**config.mk**
```make
export PLATFORM = sky130hd
export DESIGN_NAME = csa_multiplier
export DESIGN_NICKNAME = d
export VERILOG_FILES = /design/src/rtl/csa_mul_pkg.sv /design/src/rtl/csa_pp_grid.sv /design/src/rtl/csa_cell.sv /design/src/rtl/csa_save_array.sv /design/src/rtl/csa_merge_adder.sv /design/src/rtl/csa_multiplier.sv
export SDC_FILE = /design/constraint.sdc
export NUM_CORES = 1
export LEC_CHECK = 0
export CORE_MARGIN = 2
export CORE_UTILIZATION = 61
export DETAILED_ROUTE_END_ITERATION = 8
export PLACE_DENSITY = 0.91
export SLEW_MARGIN = 0
export SYNTH_ARGS = -nofsm -noshare
export SYNTH_HDL_FRONTEND = slang
export SYNTH_HIERARCHICAL = 1
export SYNTH_SLANG_ARGS = --single-unit
```
**constraint.sdc**
```tcl
create_clock -name vclk -period 19
set_input_delay 1.9 -clock vclk [all_inputs]
set_output_delay 1.9 -clock vclk [all_outputs]
set_load 0.05 [all_outputs]
```
**src/rtl/csa_mul_pkg.sv**
```systemverilog
package csa_mul_pkg;

  typedef struct packed {
    logic sum;
    logic carry;
  } addOut_t;

  function automatic addOut_t fullAdd(input logic x, input logic y, input logic z);
    addOut_t res;
    res.sum   = x ^ y ^ z;
    res.carry = (x & y) | (z & (x ^ y));
    return res;
  endfunction

endpackage

```
**src/rtl/csa_pp_grid.sv**
```systemverilog
// Partial-product plane: bit (row*N + col) is opA[col] & opB[row], weight row+col.
module csa_pp_grid #(
  parameter int N = 8
) (
  input  logic [N-1:0]   opA,
  input  logic [N-1:0]   opB,
  output logic [N*N-1:0] ppFlat
);

  for (genvar row = 0; row < N; row++) begin : g_row
    for (genvar col = 0; col < N; col++) begin : g_col
      assign ppFlat[row*N + col] = opA[col] & opB[row];
    end
  end

endmodule

```
**src/rtl/csa_cell.sv**
```systemverilog
// One adder of the grid: adds the local partial-product bit to the sum and
// carry arriving from the row above.
module csa_cell
  import csa_mul_pkg::*;
(
  input  logic ppBit,
  input  logic sumIn,
  input  logic carryIn,
  output logic sumOut,
  output logic carryOut
);

  addOut_t res;

  assign res      = fullAdd(ppBit, sumIn, carryIn);
  assign sumOut   = res.sum;
  assign carryOut = res.carry;

endmodule

```
**src/rtl/csa_save_array.sv**
```systemverilog
// Carry-save rows. In row r, sum bit c has weight r+c and carry bit c has
// weight r+c+1, so a carry lands in the next-higher column of the next row.
module csa_save_array #(
  parameter int N = 8
) (
  input  logic [N*N-1:0] ppFlat,
  output logic [N-1:0]   lowBits,
  output logic [N-2:0]   restSum,
  output logic [N-1:0]   restCarry
);

  localparam int Cells = N * N;

  logic [Cells-1:0] sumFlat;
  logic [Cells-1:0] carryFlat;

  // Top row has no adders: its AND outputs pass through and carries start at zero.
  for (genvar col = 0; col < N; col++) begin : g_top
    assign sumFlat[col]   = ppFlat[col];
    assign carryFlat[col] = 1'b0;
  end

  for (genvar row = 1; row < N; row++) begin : g_row
    for (genvar col = 0; col < N; col++) begin : g_col
      logic sumIn;
      if (col + 1 < N) begin : g_inner
        assign sumIn = sumFlat[(row-1)*N + col + 1];
      end else begin : g_edge
        assign sumIn = 1'b0;
      end
      csa_cell u_cell (
        .ppBit   (ppFlat[row*N + col]),
        .sumIn   (sumIn),
        .carryIn (carryFlat[(row-1)*N + col]),
        .sumOut  (sumFlat[row*N + col]),
        .carryOut(carryFlat[row*N + col])
      );
    end
  end

  // Column 0 of each row is final: it gives one low product bit.
  for (genvar row = 0; row < N; row++) begin : g_low
    assign lowBits[row] = sumFlat[row*N];
  end

  for (genvar k = 0; k < N - 1; k++) begin : g_rest_sum
    assign restSum[k] = sumFlat[(N-1)*N + k + 1];
  end

  for (genvar k = 0; k < N; k++) begin : g_rest_carry
    assign restCarry[k] = carryFlat[(N-1)*N + k];
  end

endmodule

```
**src/rtl/csa_merge_adder.sv**
```systemverilog
// Ripple-carry merge of the last sum and carry vectors into the upper product half.
module csa_merge_adder
  import csa_mul_pkg::*;
#(
  parameter int N = 8
) (
  input  logic [N-1:0] opX,
  input  logic [N-1:0] opY,
  output logic [N-1:0] sum
);

  logic [N-1:0] chain;

  assign chain[0] = 1'b0;

  for (genvar k = 0; k < N; k++) begin : g_bit
    addOut_t res;
    assign res    = fullAdd(opX[k], opY[k], chain[k]);
    assign sum[k] = res.sum;
    if (k < N - 1) begin : g_link
      assign chain[k+1] = res.carry;
    end
  end

endmodule

```
**src/rtl/csa_multiplier.sv**
```systemverilog
module csa_multiplier #(
  parameter int N = 8
) (
  input  logic [N-1:0]   opA,
  input  logic [N-1:0]   opB,
  output logic [2*N-1:0] product
);

  localparam int PpBits = N * N;

  logic [PpBits-1:0] ppFlat;
  logic [N-1:0]      lowBits;
  logic [N-2:0]      restSum;
  logic [N-1:0]      restCarry;
  logic [N-1:0]      highBits;

  csa_pp_grid #(.N(N)) u_grid (
    .opA   (opA),
    .opB   (opB),
    .ppFlat(ppFlat)
  );

  csa_save_array #(.N(N)) u_array (
    .ppFlat   (ppFlat),
    .lowBits  (lowBits),
    .restSum  (restSum),
    .restCarry(restCarry)
  );

  csa_merge_adder #(.N(N)) u_merge (
    .opX({1'b0, restSum}),
    .opY(restCarry),
    .sum(highBits)
  );

  assign product = {highBits, lowBits};

endmodule

```
# --- Word-level counts from Yosys, hierarchy flattened ---
# Cells that the tools add are included.
totals:
  output_inout_bits: 16
  register_bits: 0
  word_cells: 320
op_classes:
  bitwise: 320
ops:
  columns: ["operator", "count"]
  rows:
  - ["AND 1 bit", 168]
  - ["XOR 1 bit", 104]
  - ["OR 1 bit", 48]

# --- Depth between registers and ports, before layout ---
logic_depth:
  depth_word: 28
  ltp_mapped: 19
  mapped_depth_nobuf: 18

# --- Cells and area by module ---
# Netlist, hierarchy kept.
modules_own_cells:
  columns: ["module", "n_inst", "area_per_inst_um2", "cells_each", "seq_area_each_um2"]
  rows:
  - ["csa_cell", 56, 20.0, 1, 0.0]
  - ["csa_pp_grid", 1, 400.4, 64, 0.0]
  - ["csa_merge_adder", 1, 175.2, 13, 0.0]
  - ["csa_save_array", 1, 71.3, 10, 0.0]
  - ["csa_multiplier", 1, 3.8, 1, 0.0]

# --- Worst setup path after synthesis ---
# No wires, ideal clock.
synth_path:
  path_kind: "input to output"
  startpoint: "input port opA[6]"
  endpoint: "output port product[15]"
  required_time_ns: 17.100
  arrival_ns: 8.375
  setup_slack_ns: 8.725
  path_stages: 19
  path_cell_list: "and2_1 -> fa_1 -> fa_1 -> fa_1 -> fa_1 -> fa_1 -> fa_1 -> fa_1 -> buf_4 -> ha_1 -> inv_1 -> fa_1 -> inv_1 -> fa_1 -> fa_1 -> fa_1 -> fa_1 -> fa_1 -> xor3_1"
synth_between:
  elab_chain_cells: 28
  elab_cells_between_ends: 195
synth_lines:
  columns: ["element", "line", "rtl"]
  rows:
  - ["start, declared", "csa_multiplier.sv:4", "input logic [N-1:0] opA,"]
  - ["AND 1 bit *", "csa_pp_grid.sv:12", "assign ppFlat[row*N + col] = opA[col] & opB[row];"]
  - ["XOR 1 bit *", "csa_mul_pkg.sv:10", "res.sum = x ^ y ^ z;"]
  - ["via u_array.g_row[2].g_col[5].sumIn", "csa_save_array.sv:25", "logic sumIn;"]
  - ["XOR 1 bit * (2 in series)", "csa_mul_pkg.sv:10", null]
  - ["via u_array.g_row[3].g_col[4].sumIn", "csa_save_array.sv:25", null]
  - ["XOR 1 bit * (2 in series)", "csa_mul_pkg.sv:10", null]
  - ["via u_array.g_row[4].g_col[3].sumIn", "csa_save_array.sv:25", null]
  - ["XOR 1 bit * (2 in series)", "csa_mul_pkg.sv:10", null]
  - ["via u_array.g_row[5].g_col[2].sumIn", "csa_save_array.sv:25", null]
  - ["(+2 left out)", null, null]
  - ["via u_array.g_row[6].g_col[1].sumIn", "csa_save_array.sv:25", null]
  - ["(+2 left out)", null, null]
  - ["via u_array.g_row[7].g_col[0].sumIn", "csa_save_array.sv:25", null]
  - ["(+3 left out)", null, null]
  - ["via u_array.carryFlat[56]", "csa_save_array.sv:15", "logic [Cells-1:0] carryFlat;"]
  - ["(+5 left out)", null, null]
  - ["AND 1 bit *", "csa_mul_pkg.sv:11", "res.carry = (x & y) | (z & (x ^ y));"]
  - ["OR 1 bit *", "csa_mul_pkg.sv:11", null]
  - ["AND 1 bit *", "csa_mul_pkg.sv:11", null]
  - ["OR 1 bit *", "csa_mul_pkg.sv:11", null]
  - ["AND 1 bit *", "csa_mul_pkg.sv:11", null]
  - ["OR 1 bit *", "csa_mul_pkg.sv:11", null]
  - ["AND 1 bit *", "csa_mul_pkg.sv:11", null]
  - ["OR 1 bit *", "csa_mul_pkg.sv:11", null]
  - ["end, declared", "csa_multiplier.sv:6", "output logic [2*N-1:0] product"]
# Mark *: on every way through the listed nets, which the timed path passes. The rest lies on a longest branch.

# --- Worst setup path in the final report ---
layout_path:
  startpoint: "input port opB[1]"
  endpoint: "output port product[15]"
layout_between:
  elab_cells_between_ends: 240
layout_rtl:
  columns: ["element", "line", "rtl"]
  rows:
  - ["start, declared", "csa_multiplier.sv:5", "input logic [N-1:0] opB,"]
  - ["AND 1 bit", "csa_pp_grid.sv:12", null]
  - ["via ppFlat[15]", "csa_multiplier.sv:11", "logic [PpBits-1:0] ppFlat;"]
  - ["XOR 1 bit (2 in series)", "csa_mul_pkg.sv:10", null]
  - ["via u_array.g_row[3].g_col[5].sumIn", "csa_save_array.sv:25", null]
  - ["XOR 1 bit (2 in series)", "csa_mul_pkg.sv:10", null]
  - ["via u_array.g_row[4].g_col[4].sumIn", "csa_save_array.sv:25", null]
  - ["XOR 1 bit (2 in series)", "csa_mul_pkg.sv:10", null]
  - ["via u_array.g_row[5].g_col[3].sumIn", "csa_save_array.sv:25", null]
  - ["(+2 left out)", null, null]
  - ["via u_array.g_row[6].g_col[2].sumIn", "csa_save_array.sv:25", null]
  - ["(+2 left out)", null, null]
  - ["via u_array.g_row[7].g_col[1].sumIn", "csa_save_array.sv:25", null]
  - ["(+2 left out)", null, null]
  - ["via restSum[0]", "csa_multiplier.sv:13", "logic [N-2:0] restSum;"]
  - ["(+5 left out)", null, null]
  - ["AND 1 bit", "csa_mul_pkg.sv:11", null]
  - ["OR 1 bit", "csa_mul_pkg.sv:11", null]
  - ["AND 1 bit", "csa_mul_pkg.sv:11", null]
  - ["OR 1 bit", "csa_mul_pkg.sv:11", null]
  - ["AND 1 bit", "csa_mul_pkg.sv:11", null]
  - ["OR 1 bit", "csa_mul_pkg.sv:11", null]
  - ["AND 1 bit", "csa_mul_pkg.sv:11", null]
  - ["OR 1 bit", "csa_mul_pkg.sv:11", null]
# The timed path passes the listed nets, and every way through them passes these cells.

==> results.json <==
{
  "syn_to_final_growth_pct": 19.4,
  "status": "finished, final reports clean",
  "wl_um": 3210,
  "cts-resized-gates": 0,
  "cp-start-kind": "input port",
  "synthSimpleGateAreaFrac_pct": 22.6,
  "yosysUniqueCellTypes": 7,
  "post-route-period-util_pct": 60.7,
  "tns_ns": 0,
  "min_period_ns": 11.53,
  "synth_top_family_by_area": "adder cells",
  "synth.avg_cell_area_sq_um": 12.3,
  "synthXorXnorAreaFrac_pct": 1.34,
  "final_antenna_net_count": 0,
  "synth_adder_area_share_pct": 70.8,
  "grt_pass1_vias": 1331,
  "wl_per_cell_um": 15.1,
  "dr.pass1.iters": 4,
  "muxShareOfSynthArea_pct": 0,
  "dp_hpwl_um": 2900,
  "synth_top_area_share_pct": 70.1,
  "die_w_um": 57.9,
  "grt.total_usage_pct": 23.1,
  "max_cap_viol_count": 0,
  "diodes": 0,
  "fmaxAchievable_mhz": 86.7,
  "hold_violations": 0,
  "critPathArrivalTime_ns": 9.63,
  "coreArea_sq_um": 2760,
  "criticalPathCategory": "in2out",
  "globalplace.congestion": 0.733,
  "regArea_sq_um": 0,
  "layout-drive-gt1-share_pct": 0,
  "drcViolationCount": 0,
  "synth_compound_area_share_pct": 0,
  "synth.most_common_cell": "and2_1",
  "grt_pass1_wl_um": 5920,
  "post-cts-setup-buffers": 0,
  "cts_hold_buffers": 0,
  "grt_overflow": 0,
  "yosys.area.top_type": "fa_1",
  "endpoint_kind": "output port",
  "num_vias": 1096,
  "path_max_fanout": 8,
  "nClkBuffers": 0,
  "initial_core_util_pct": 64.2,
  "dieArea_sq_um": 3350,
  "grt_max_degree": 9,
  "seq_cell_count": 0,
  "fill_cells": 181,
  "synth_cells": 144,
  "io_pins": 32,
  "rsz0062_at_grt": "false",
  "rows": 19,
  "viasPerCell": 5.17,
  "multi_input_area_sq_um": 1740,
  "synth_common_cells": "and2_1, fa_1, buf_4",
  "synthesis.area_sq_um": 1770,
  "drv_slew": 0,
  "ys_top_cells_by_area": "fa_1, and2_1, buf_4, xor3_1, inv_1",
  "drt_iter0_drc": 15,
  "setup_viol": 0,
  "antenna_found_initial": 0,
  "die_h_um": 57.9,
  "seq_area_frac_synth_pct": 0,
  "io_buffers": 32,
  "yosys_warnings": 6,
  "worstPathRequired_ns": 17.10,
  "fin_nets": 262,
  "hold_class": "in2out"
}
## final cells by class
| cell class | instances | area share [%] |
|---|---|---|
| multi-input cells | 144 | 82.1 |
| repair buffers | 32 | 15.1 |
| well taps | 31 | 1.83 |
| inverters | 5 | 0.887 |
## layer usage
metal	part of all wire (%)	up-vias	wire, um	global-route usage [%]
met4	1.4	0	45	4.65
met3	2.3	4	74	0.446
met5	0	-	0	0
li1	-	477	-	-
met2	61	25	1960	45.9
met1	35	590	1120	28.1
## layout by cell type, fill, tap and decap left out
cell type and n:
and2_1 64, ha_1 1, clkdlybuf4s50_1 32, xor3_1 1, conb_1 16, inv_1 5
fa_1 62
## metrics by stage
step                instances  util [%]  instance area [sq um]  setup WS [ns]  hold WS [ns]
global route              212      76.7                   2120           7.21          5.22
global placement          212      76.7                   2120           7.66          5.18
floorplan                 158         -                   1820           8.72          4.08
CTS                       212      76.7                   2120           7.46          5.21
detailed placement        212      76.7                   2120           7.46          5.20
finish                    212      76.7                   2120           7.47          5.20
## final timing paths
path  depth (start not counted)  slack [ns]           to   start
min                           3        5.20   product[0]  opA[0]
max                          20        7.47  product[15]  opB[1]
## logic make-up after synthesis
family                   after synthesis
buffers and inverters                 14
AND/OR/NAND/NOR                       64
XOR/XNOR                               1
adder cells (fa/ha/maj)               63
other                                  2
## worst max-delay path, stage by stage
cell             delay (ns)
clkdlybuf4s50_1        0.53
and2_1                 0.24
fa_1                   0.51
fa_1                   0.55
fa_1                   0.45
fa_1                   0.55
fa_1                   0.45
fa_1                   0.56
fa_1                   0.42
ha_1                   0.20
inv_1                  0.06
fa_1                   0.16
inv_1                  0.06
fa_1                   0.37
fa_1                   0.39
fa_1                   0.40
fa_1                   0.41
fa_1                   0.37
xor3_1                 0.36
clkdlybuf4s50_1        0.71
Power is not shown: default switching activity piles up to over one toggle a cycle in this logic, so the estimate is an artifact.
